### src/rtl/hp_pkg.sv
package hp_pkg;
  parameter int REG_W = 16;
  localparam int BE_W = REG_W / 8;

  // control field positions
  localparam int C_ABP_EN  = 0;
  localparam int C_PDC_EN  = 1;
  localparam int C_CC_EN   = 2;
  localparam int C_HPIE    = 3;
  localparam int C_ATTN_LO = 4;
  localparam int C_PIND_LO = 6;
  localparam int C_PCTL    = 8;
  localparam int C_ILK     = 9;

  // status field positions
  localparam int S_ABP = 0;
  localparam int S_PDC = 1;
  localparam int S_CC  = 2;
  localparam int S_PDS = 3;
  localparam int S_ILS = 4;
  localparam int EV_N  = 3;

  localparam logic [REG_W-1:0] CTRL_WMASK = REG_W'(16'h01FF);
  localparam logic [REG_W-1:0] STAT_W1C   = REG_W'((1 << EV_N) - 1);

  localparam int A_CAPS = 0;
  localparam int A_CTRL = 1;
  localparam int A_STAT = 2;

  typedef enum logic [1:0] {
    IND_RSVD  = 2'b00,
    IND_ON    = 2'b01,
    IND_BLINK = 2'b10,
    IND_OFF   = 2'b11
  } ind_t;
endpackage

### src/rtl/hp_bus_dec.sv
module hp_bus_dec
  import hp_pkg::*;
#(
  parameter int ADDR_W = 2
) (
  input  logic              bus_valid,
  input  logic              bus_write,
  input  logic [ADDR_W-1:0] bus_addr,
  input  logic [BE_W-1:0]   bus_be,
  output logic              wr_caps,
  output logic              wr_ctrl,
  output logic              wr_stat,
  output logic              rd_en,
  output logic [REG_W-1:0]  bmask
);
  logic wr;
  assign wr      = bus_valid && bus_write;
  assign wr_caps = wr && (bus_addr == ADDR_W'(A_CAPS));
  assign wr_ctrl = wr && (bus_addr == ADDR_W'(A_CTRL)) && (|bus_be);
  assign wr_stat = wr && (bus_addr == ADDR_W'(A_STAT));
  assign rd_en   = bus_valid && !bus_write;

  for (genvar g = 0; g < BE_W; g++) begin : g_mask
    assign bmask[g*8 +: 8] = {8{bus_be[g]}};
  end
endmodule

### src/rtl/hp_slot_state.sv
module hp_slot_state
  import hp_pkg::*;
#(
  parameter int VEC_W = 5
) (
  input  logic             clk,
  input  logic             rst,
  input  logic             present_at_reset,
  input  logic             wr_caps,
  input  logic             wr_ctrl,
  input  logic             wr_stat,
  input  logic [REG_W-1:0] wdata,
  input  logic [REG_W-1:0] bmask,
  input  logic             insert_req,
  input  logic             remove_req,
  output logic [REG_W-1:0] caps_q,
  output logic [REG_W-1:0] ctrl_q,
  output logic [REG_W-1:0] sts_q,
  output logic             detach_req,
  output logic             insert_err
);
  localparam logic [REG_W-1:0] CAPS_MASK = REG_W'((1 << VEC_W) - 1);

  logic [REG_W-1:0] wd, caps_n, ctrl_n, sts_n;
  logic             det_n, err_n;

  always_comb begin
    wd     = wdata & bmask;
    caps_n = caps_q;
    ctrl_n = ctrl_q;
    sts_n  = sts_q;
    det_n  = 1'b0;
    err_n  = 1'b0;
    if (wr_caps) caps_n = ((caps_q & ~bmask) | wd) & CAPS_MASK;
    if (wr_stat) sts_n = sts_q & ~(wd & STAT_W1C);
    if (wr_ctrl) begin
      if (wd[C_ILK]) sts_n[S_ILS] = ~sts_q[S_ILS];
      ctrl_n = ((ctrl_q & ~bmask) | wd) & CTRL_WMASK;
      if (sts_q[S_PDS] && ctrl_n[C_PCTL] &&
          (ctrl_n[C_PIND_LO +: 2] == IND_OFF)) begin
        det_n        = 1'b1;
        sts_n[S_PDS] = 1'b0;
        sts_n[S_PDC] = 1'b1;
      end
      sts_n[S_CC] = 1'b1;
    end
    if (insert_req) begin
      if (sts_q[S_ILS]) begin
        err_n = 1'b1;
      end else begin
        sts_n[S_PDS] = 1'b1;
        sts_n[S_PDC] = 1'b1;
        sts_n[S_ABP] = 1'b1;
      end
    end
    if (remove_req) sts_n[S_ABP] = 1'b1;
  end

  always_ff @(posedge clk) begin
    if (rst) begin
      caps_q                   <= '0;
      ctrl_q                   <= '0;
      ctrl_q[C_ATTN_LO +: 2]   <= IND_OFF;
      ctrl_q[C_PIND_LO +: 2]   <= present_at_reset ? IND_ON : IND_OFF;
      sts_q                    <= '0;
      sts_q[S_PDS]             <= present_at_reset;
      detach_req               <= 1'b0;
      insert_err               <= 1'b0;
    end else begin
      caps_q     <= caps_n;
      ctrl_q     <= ctrl_n;
      sts_q      <= sts_n;
      detach_req <= det_n;
      insert_err <= err_n;
    end
  end
endmodule

### src/rtl/hp_notify.sv
module hp_notify
  import hp_pkg::*;
#(
  parameter int VEC_W = 5
) (
  input  logic             clk,
  input  logic             rst,
  input  logic             msg_en,
  input  logic             hpie,
  input  logic [EV_N-1:0]  ev_en,
  input  logic [EV_N-1:0]  ev_sts,
  input  logic [VEC_W-1:0] vec,
  output logic             irq_level,
  output logic             msg_req,
  output logic [VEC_W-1:0] msg_vec
);
  logic pend, pend_q, rise;

  assign pend = hpie && (|(ev_en & ev_sts));
  assign rise = pend && !pend_q;

  always_ff @(posedge clk) begin
    if (rst) begin
      pend_q    <= 1'b0;
      irq_level <= 1'b0;
      msg_req   <= 1'b0;
      msg_vec   <= '0;
    end else begin
      pend_q    <= pend;
      irq_level <= pend && !msg_en;
      msg_req   <= rise && msg_en;
      msg_vec   <= (rise && msg_en) ? vec : '0;
    end
  end
endmodule

### src/rtl/hp_slot_ctrl.sv
module hp_slot_ctrl
  import hp_pkg::*;
#(
  parameter int ADDR_W = 2,
  parameter int VEC_W  = 5
) (
  input  logic              clk,
  input  logic              rst,
  input  logic              present_at_reset,
  input  logic              bus_valid,
  input  logic              bus_write,
  input  logic [ADDR_W-1:0] bus_addr,
  input  logic [15:0]       bus_wdata,
  input  logic [1:0]        bus_be,
  output logic [15:0]       bus_rdata,
  input  logic              msg_en,
  input  logic              insert_req,
  input  logic              remove_req,
  output logic              insert_err,
  output logic              irq_level,
  output logic              msg_req,
  output logic [VEC_W-1:0]  msg_vec,
  output logic              detach_req
);
  logic             wr_caps, wr_ctrl, wr_stat, rd_en;
  logic [REG_W-1:0] bmask, caps_q, ctrl_q, sts_q;

  hp_bus_dec #(.ADDR_W(ADDR_W)) u_dec (
    .bus_valid(bus_valid), .bus_write(bus_write), .bus_addr(bus_addr),
    .bus_be(bus_be), .wr_caps(wr_caps), .wr_ctrl(wr_ctrl),
    .wr_stat(wr_stat), .rd_en(rd_en), .bmask(bmask)
  );

  hp_slot_state #(.VEC_W(VEC_W)) u_state (
    .clk(clk), .rst(rst), .present_at_reset(present_at_reset),
    .wr_caps(wr_caps), .wr_ctrl(wr_ctrl), .wr_stat(wr_stat),
    .wdata(bus_wdata), .bmask(bmask),
    .insert_req(insert_req), .remove_req(remove_req),
    .caps_q(caps_q), .ctrl_q(ctrl_q), .sts_q(sts_q),
    .detach_req(detach_req), .insert_err(insert_err)
  );

  hp_notify #(.VEC_W(VEC_W)) u_notify (
    .clk(clk), .rst(rst), .msg_en(msg_en),
    .hpie(ctrl_q[C_HPIE]),
    .ev_en(ctrl_q[C_CC_EN:C_ABP_EN]),
    .ev_sts(sts_q[S_CC:S_ABP]),
    .vec(caps_q[VEC_W-1:0]),
    .irq_level(irq_level), .msg_req(msg_req), .msg_vec(msg_vec)
  );

  always_ff @(posedge clk) begin
    if (rst) begin
      bus_rdata <= '0;
    end else if (rd_en) begin
      case (bus_addr)
        ADDR_W'(A_CAPS): bus_rdata <= caps_q;
        ADDR_W'(A_CTRL): bus_rdata <= ctrl_q;
        ADDR_W'(A_STAT): bus_rdata <= sts_q;
        default:         bus_rdata <= '0;
      endcase
    end
  end
endmodule

### config.mk
export PLATFORM = sky130hd
export DESIGN_NAME = hp_slot_ctrl
export DESIGN_NICKNAME = d
export VERILOG_FILES = /design/src/rtl/hp_pkg.sv /design/src/rtl/hp_bus_dec.sv /design/src/rtl/hp_slot_state.sv /design/src/rtl/hp_notify.sv /design/src/rtl/hp_slot_ctrl.sv
export SDC_FILE = /design/constraint.sdc
export NUM_CORES = 1
export LEC_CHECK = 0
export BUFFER_PORTS_ARGS = -buffer_cell sky130_fd_sc_hd__clkbuf_2
export CORE_ASPECT_RATIO = 0.75
export CORE_UTILIZATION = 28
export CTS_CLUSTER_DIAMETER = 200
export DETAILED_ROUTE_END_ITERATION = 6
export GPL_TIMING_DRIVEN = 0
export PLACE_DENSITY = 0.57
export SYNTH_ARGS = -nofsm -noshare
export SYNTH_HDL_FRONTEND = slang
export SYNTH_SLANG_ARGS = --single-unit
export TNS_END_PERCENT = 50
### constraint.sdc
create_clock -name clk -period 3.15 [get_ports clk]
set_input_delay 0.4725 -clock clk [delete_from_list [all_inputs] [get_ports clk]]
set_output_delay 0.4725 -clock clk [all_outputs]
set_load 0.005 [all_outputs]
# == After elaboration in Yosys (flattened, before gate mapping) ==
# Index checks and enable logic that the tools add are counted.
# classes
eq_ne,3
n_mux,17
bitwise_logic,13
n_reduce_logical,23
# ops
cell,count
one-hot mux 16 bit (3 select lines),1
bitwise AND 16 bit,1
two-way mux 8 bit,2
inverter 3 -> 16 bit,1
logical AND 1 bit,12
bitwise AND 10 bit,1
bitwise AND 9 bit,1
inverter 9 bit,1
bitwise OR 9 bit,1
two-way mux 1 bit,8
two-way mux 4 bit,2
OR reduction 2 bit,4
two-way mux 2 bit,3
bitwise AND 5 bit,1
two-way mux 5 bit,1
bitwise OR 5 bit,1
"equality test 2 bit, second input constant",2
inverter 1 bit,4
nonzero test 2 bit,2
bitwise AND 3 bit,1
logical NOT 1 bit,3
OR reduction 3 bit,1
"equality test 2 x 1 -> 1 bit, second input constant",1
logical NOT 2 bit,1
# totals
ff_bits,56
wordCells,70

# == Logic depth before layout (Yosys ltp) ==
# logic_depth
depth_word,11
mapped_depth,5
mapped_depth_nobuf,3

# == Modules after synthesis ==
# Synthesis repeated with hierarchy kept, for this count alone.
# hier_totals
hier_cells,279
hier_area_um2,2474.9
# by_module_without_submodules
mod,n_inst,cells_per_inst,area_per_inst_um2,seq_area_each_um2
hp_slot_state,1,127,1096.1,440.4
hp_slot_ctrl,1,110,967.2,320.3
hp_notify,1,20,245.2,160.2
hp_bus_dec,1,22,166.4,0.0

# == Worst setup path after synthesis ==
# OpenSTA, ideal clock, no wires.
# synth_path
path_kind,in2reg
start,input bus_addr[0]
end,register (tool-made name)
t_arrival_ns,1.339
required_time_ns,3.030
setup_slack_ns,1.692
cell_stages,5
n_path_buf,2
path_cell_list,buf_4 -> and4b_1 -> buf_6 -> and3_1 -> a211o_1
# synth_rtl
item,line,rtl
start: declaration,hp_slot_ctrl.sv:12,"input logic [ADDR_W-1:0] bus_addr,"

# == Worst setup path in the final report ==
# layout_path
start,register u_state.sts_q[0]
end,register u_notify.msg_vec[2]
# layout_via
elab_chain_cells,7
# layout_lines
item,line,rtl
start: declaration,hp_slot_state.sv:18,"output logic [REG_W-1:0] sts_q,"
start signal: indexed assignment,hp_slot_state.sv:66,sts_q[S_PDS] <= present_at_reset;
start signal: assignment,hp_slot_state.sv:72,sts_q <= sts_n;
bitwise AND 3 bit,hp_notify.sv:19,assign pend = hpie && (|(ev_en & ev_sts));
OR reduction 3 bit,hp_notify.sv:19,
logical AND 1 bit,hp_notify.sv:19,
logical AND 1 bit,hp_notify.sv:20,assign rise = pend && !pend_q;
logical AND 1 bit,hp_notify.sv:32,msg_vec <= (rise && msg_en) ? vec : '0;
inverter 1 bit (no line),-,
OR reduction 2 bit (no line),-,
end signal: assignment,hp_notify.sv:32,
end: declaration,hp_notify.sv:15,output logic [VEC_W-1:0] msg_vec
# Every way passes these cells.
# A chain may end at the register's enable or synchronous reset.

==> metrics.log <==
INFO  metric outcome = complete, no violations
INFO  metric drc = 0
INFO  metric setup-tns-final = 0 ns
INFO  metric reg2reg_setup_slack = 1.81 ns
INFO  metric port-buffer-count = 38
INFO  metric worst_r2r_startpoint = u_state.sts_q[0]
INFO  metric synth_top_cell_area_share = a little over two fifths
INFO  metric pin_count = 53
INFO  metric timing.critical_path.fanout_max = 6
INFO  metric skew = between 0.003 and 0.004 ns
INFO  metric power_frac_comb = under 10%
INFO  metric p_leak = 0.8846 nW
INFO  metric globalplace.congestion = around 0.8
INFO  metric post_synth_main_area_contributors = sky130_fd_sc_hd__dfxtp_1 (43%), sky130_fd_sc_hd__buf_4 (3.6%), sky130_fd_sc_hd__edfxtp_1 (3.6%)
INFO  metric worstHoldStart = msg_en
INFO  metric initial_cell_density_of_the_core = about 30%
INFO  metric post_route_cells_drive_above_1_share = 30.04%
INFO  metric power_report.internal_total = around 0.00074 W
INFO  metric timing.max_slew.rel_slack = a little under two thirds
INFO  metric clkTransAtPathRegs = 0.08 ns
INFO  metric timing_worst_setup_path_type = register to register
INFO  metric antennaDiodeCount = 0
INFO  metric placement_rows = 23
INFO  metric htreeDepth = 2
INFO  metric rsz_0062_raised_after_global_routing = no
INFO  metric synthesis.area = approximately 1700 µm²
INFO  metric switchingPower = around 0.00025 W
INFO  metric worst_ir_drop_vdd = 0.1593 mV
INFO  metric worst-endpoint-arrival = about 1.5 ns
INFO  metric combined_global_route_utilization_of_all_metal_layers = 13.99%
INFO  metric drv.max_cap_violation_count = 0
INFO  metric max_clock_freq = between 0.7 and 0.8 GHz
INFO  metric worst_ep_required_time = approximately 3.4 ns
INFO  metric yosys_warnings = 0
INFO  metric finalCriticalPeriod = between 1 and 1.5 ns
INFO  metric die-height = 68.84 µm
INFO  metric cts-root-buf = sky130_fd_sc_hd__clkbuf_8
INFO  metric wl = 3.994 mm
INFO  metric overall_overflow_remaining_after_global_route = 0
INFO  metric drt_pre_antenna_iters = 4
INFO  metric synth-edff-count = 2
INFO  metric antenna_found_initial = 0
INFO  metric design_power_total = between 0.0009 and 0.001 W
INFO  metric power_density = roughly 470 nW/µm²
INFO  metric fin_crit_sh = around 43%
INFO  metric netlist-cell-type-count = 45
INFO  metric drt-initial-drc-count = 72
INFO  metric grt_max_degree = 13
INFO  metric cts_tree = done
INFO  metric post_dp_cell_area = just under 2000 µm²
INFO  metric mapped_cells = roughly 170
INFO  metric number_of_global_route_vias_before_repair = about 1300
INFO  metric clock_path_buffers = 2
INFO  metric cts-hold-fix-buffers = 0
INFO  metric switching_share = 24.97%
INFO  metric layout.nets = 250
INFO  metric post_cts_buffers = 0
INFO  metric cts-resized-gates = 0
INFO  metric tritoncts.num_buffers = 5
INFO  metric ys_seq_area_share = between 40% and 50%
INFO  metric setup_viol = 0
INFO  metric die_w = about 91 µm
INFO  metric clock_power_share = approximately 39%
INFO  metric worstSetupStartpointType = register
INFO  metric route.vias.total = roughly 1400
INFO  metric sequentialPowerShare = around half
INFO  metric yosys.area.top_type = sky130_fd_sc_hd__dfxtp_1
INFO  metric design_area = 2078 µm²
INFO  metric synth_flop_cell = sky130_fd_sc_hd__dfxtp_1
INFO  metric clk-insertion-delay-late = 0.30 ns
INFO  metric synthArstFlopShare = 0%
INFO  metric yosys.cell_count.top_type = sky130_fd_sc_hd__dfxtp_1
INFO  metric hold_viol_final = 0
INFO  metric worst-slew-pin-transition = 0.5453 ns
INFO  metric crit_path_end_kind = register
INFO  metric routed_antenna_nets = 0
INFO  metric postSynthAreaPerCell = between 9 and 10 µm²
INFO  metric dp_hpwl = 3.058 mm
INFO  metric core_area = approximately 5500 µm²
INFO  metric detail_route.wl_per_cell = approximately 13 µm
INFO  metric area_growth_syn_to_layout = 24.61%
INFO  metric detail_route.vias_per_cell = about 4.7
INFO  metric maxSlewViolCount = 0
INFO  metric hold_path_class = input port to register
INFO  metric die-area = approximately 6300 µm²
INFO  metric synth.top_cells.by_count = sky130_fd_sc_hd__dfxtp_1 (36), sky130_fd_sc_hd__nor2_1 (14), sky130_fd_sc_hd__a21oi_1 (10)
INFO  metric grt_first_pass_wirelength = between 6 and 7 mm
INFO  metric startpoint = u_state.sts_q[0]
INFO  metric synth.ff_latch_count = 38
INFO  metric cts.sinks = 38
-- placed cells by master, fill, tap and decap left out, types with 5 or more instances in the layout --
| cell | n |
|---|---|
| sky130_fd_sc_hd__clkbuf_2 | 38 |
| sky130_fd_sc_hd__nor3_1 | 6 |
| sky130_fd_sc_hd__o21ai_0 | 5 |
| sky130_fd_sc_hd__and2_1 | 7 |
| sky130_fd_sc_hd__nand3_1 | 5 |
| sky130_fd_sc_hd__o21ai_1 | 5 |
| sky130_fd_sc_hd__mux2_1 | 5 |
| sky130_fd_sc_hd__dfxtp_1 | 36 |
| sky130_fd_sc_hd__buf_4 | 8 |
| sky130_fd_sc_hd__a21oi_1 | 10 |
| sky130_fd_sc_hd__nor2b_1 | 5 |
| sky130_fd_sc_hd__nor2_1 | 14 |
| sky130_fd_sc_hd__conb_1 | 7 |
| sky130_fd_sc_hd__a22oi_1 | 5 |
| sky130_fd_sc_hd__nand3b_1 | 5 |
| sky130_fd_sc_hd__clkbuf_8 | 5 |
-- worst max-delay path: stages, from the launching register on --
cell                       delay (ns)
sky130_fd_sc_hd__dfxtp_1         0.33
sky130_fd_sc_hd__a222oi_1        0.55
sky130_fd_sc_hd__nor4b_2         0.17
sky130_fd_sc_hd__and2_1          0.19
-- area by class of cell --
type | count | area, µm²
buffer | 17 | 106.4
clock buffer | 6 | 93.84
clock inverter | 2 | 10.01
fill | 588 | 3447
inverter | 4 | 15.01
multi-input combinational | 118 | 788.3
sequential | 38 | 780.7
tap | 75 | 93.84
timing repair buffer | 38 | 190.2
-- metal layers --
layer | up-vias | routed length [µm] | GRT usage (%)
li1 | 711 | - | -
met1 | 632 | 2115 | 18.81
met2 | 39 | 1595 | 21.31
met3 | 7 | 211 | 3.509
met4 | 0 | 72 | 6.548
met5 | - | 0 | 0
-- final timing paths --
kind	endpoint	cells past startpoint
worst max-delay path	u_notify.msg_vec[2]	3
worst max register to register	u_notify.msg_vec[2]	3
worst min register to register	register	1
worst min-delay path	u_notify.irq_level	2
-- power groups by stage --
stage	registers (W)	logic, W	clock network [W]
3_3_place_gp	0.000516	0.0000967	0
6_report	0.000504	0.0000973	0.000385
2_1_floorplan	0.000514	0.0000582	0
4_1_cts	0.000504	0.0000976	0.000395
3_5_place_dp	0.000516	0.0000973	0
5_1_grt	0.000506	0.000107	0.000421
-- metrics by stage --
stage          utilization, %  cells  worst slack (ns)  hold WS [ns]
3_5_place_dp            35.73    290             1.501        0.4532
6_report                37.61    298             1.808        0.3394
5_1_grt                 37.61    298             1.726        0.3346
4_1_cts                 37.61    298             1.809        0.3355
2_1_floorplan               -    177             1.692        0.4313
3_3_place_gp            35.73    290             1.482        0.4456
-- cell families (layout without fill, tap and decap cells) --
family / after synthesis / in the layout / share of synthesized area, %
AND/OR/NAND/NOR: 60 / 60 / 22.28
AO/OA/AOI/OAI: 42 / 42 / 17.33
flip-flops: 38 / 38 / 46.81
buffers and inverters: 21 / 67 / 7.276
multiplexers: 9 / 9 / 6.076
other: 1 / 7 / 0.2248
Power figures use the tool's default switching activity.
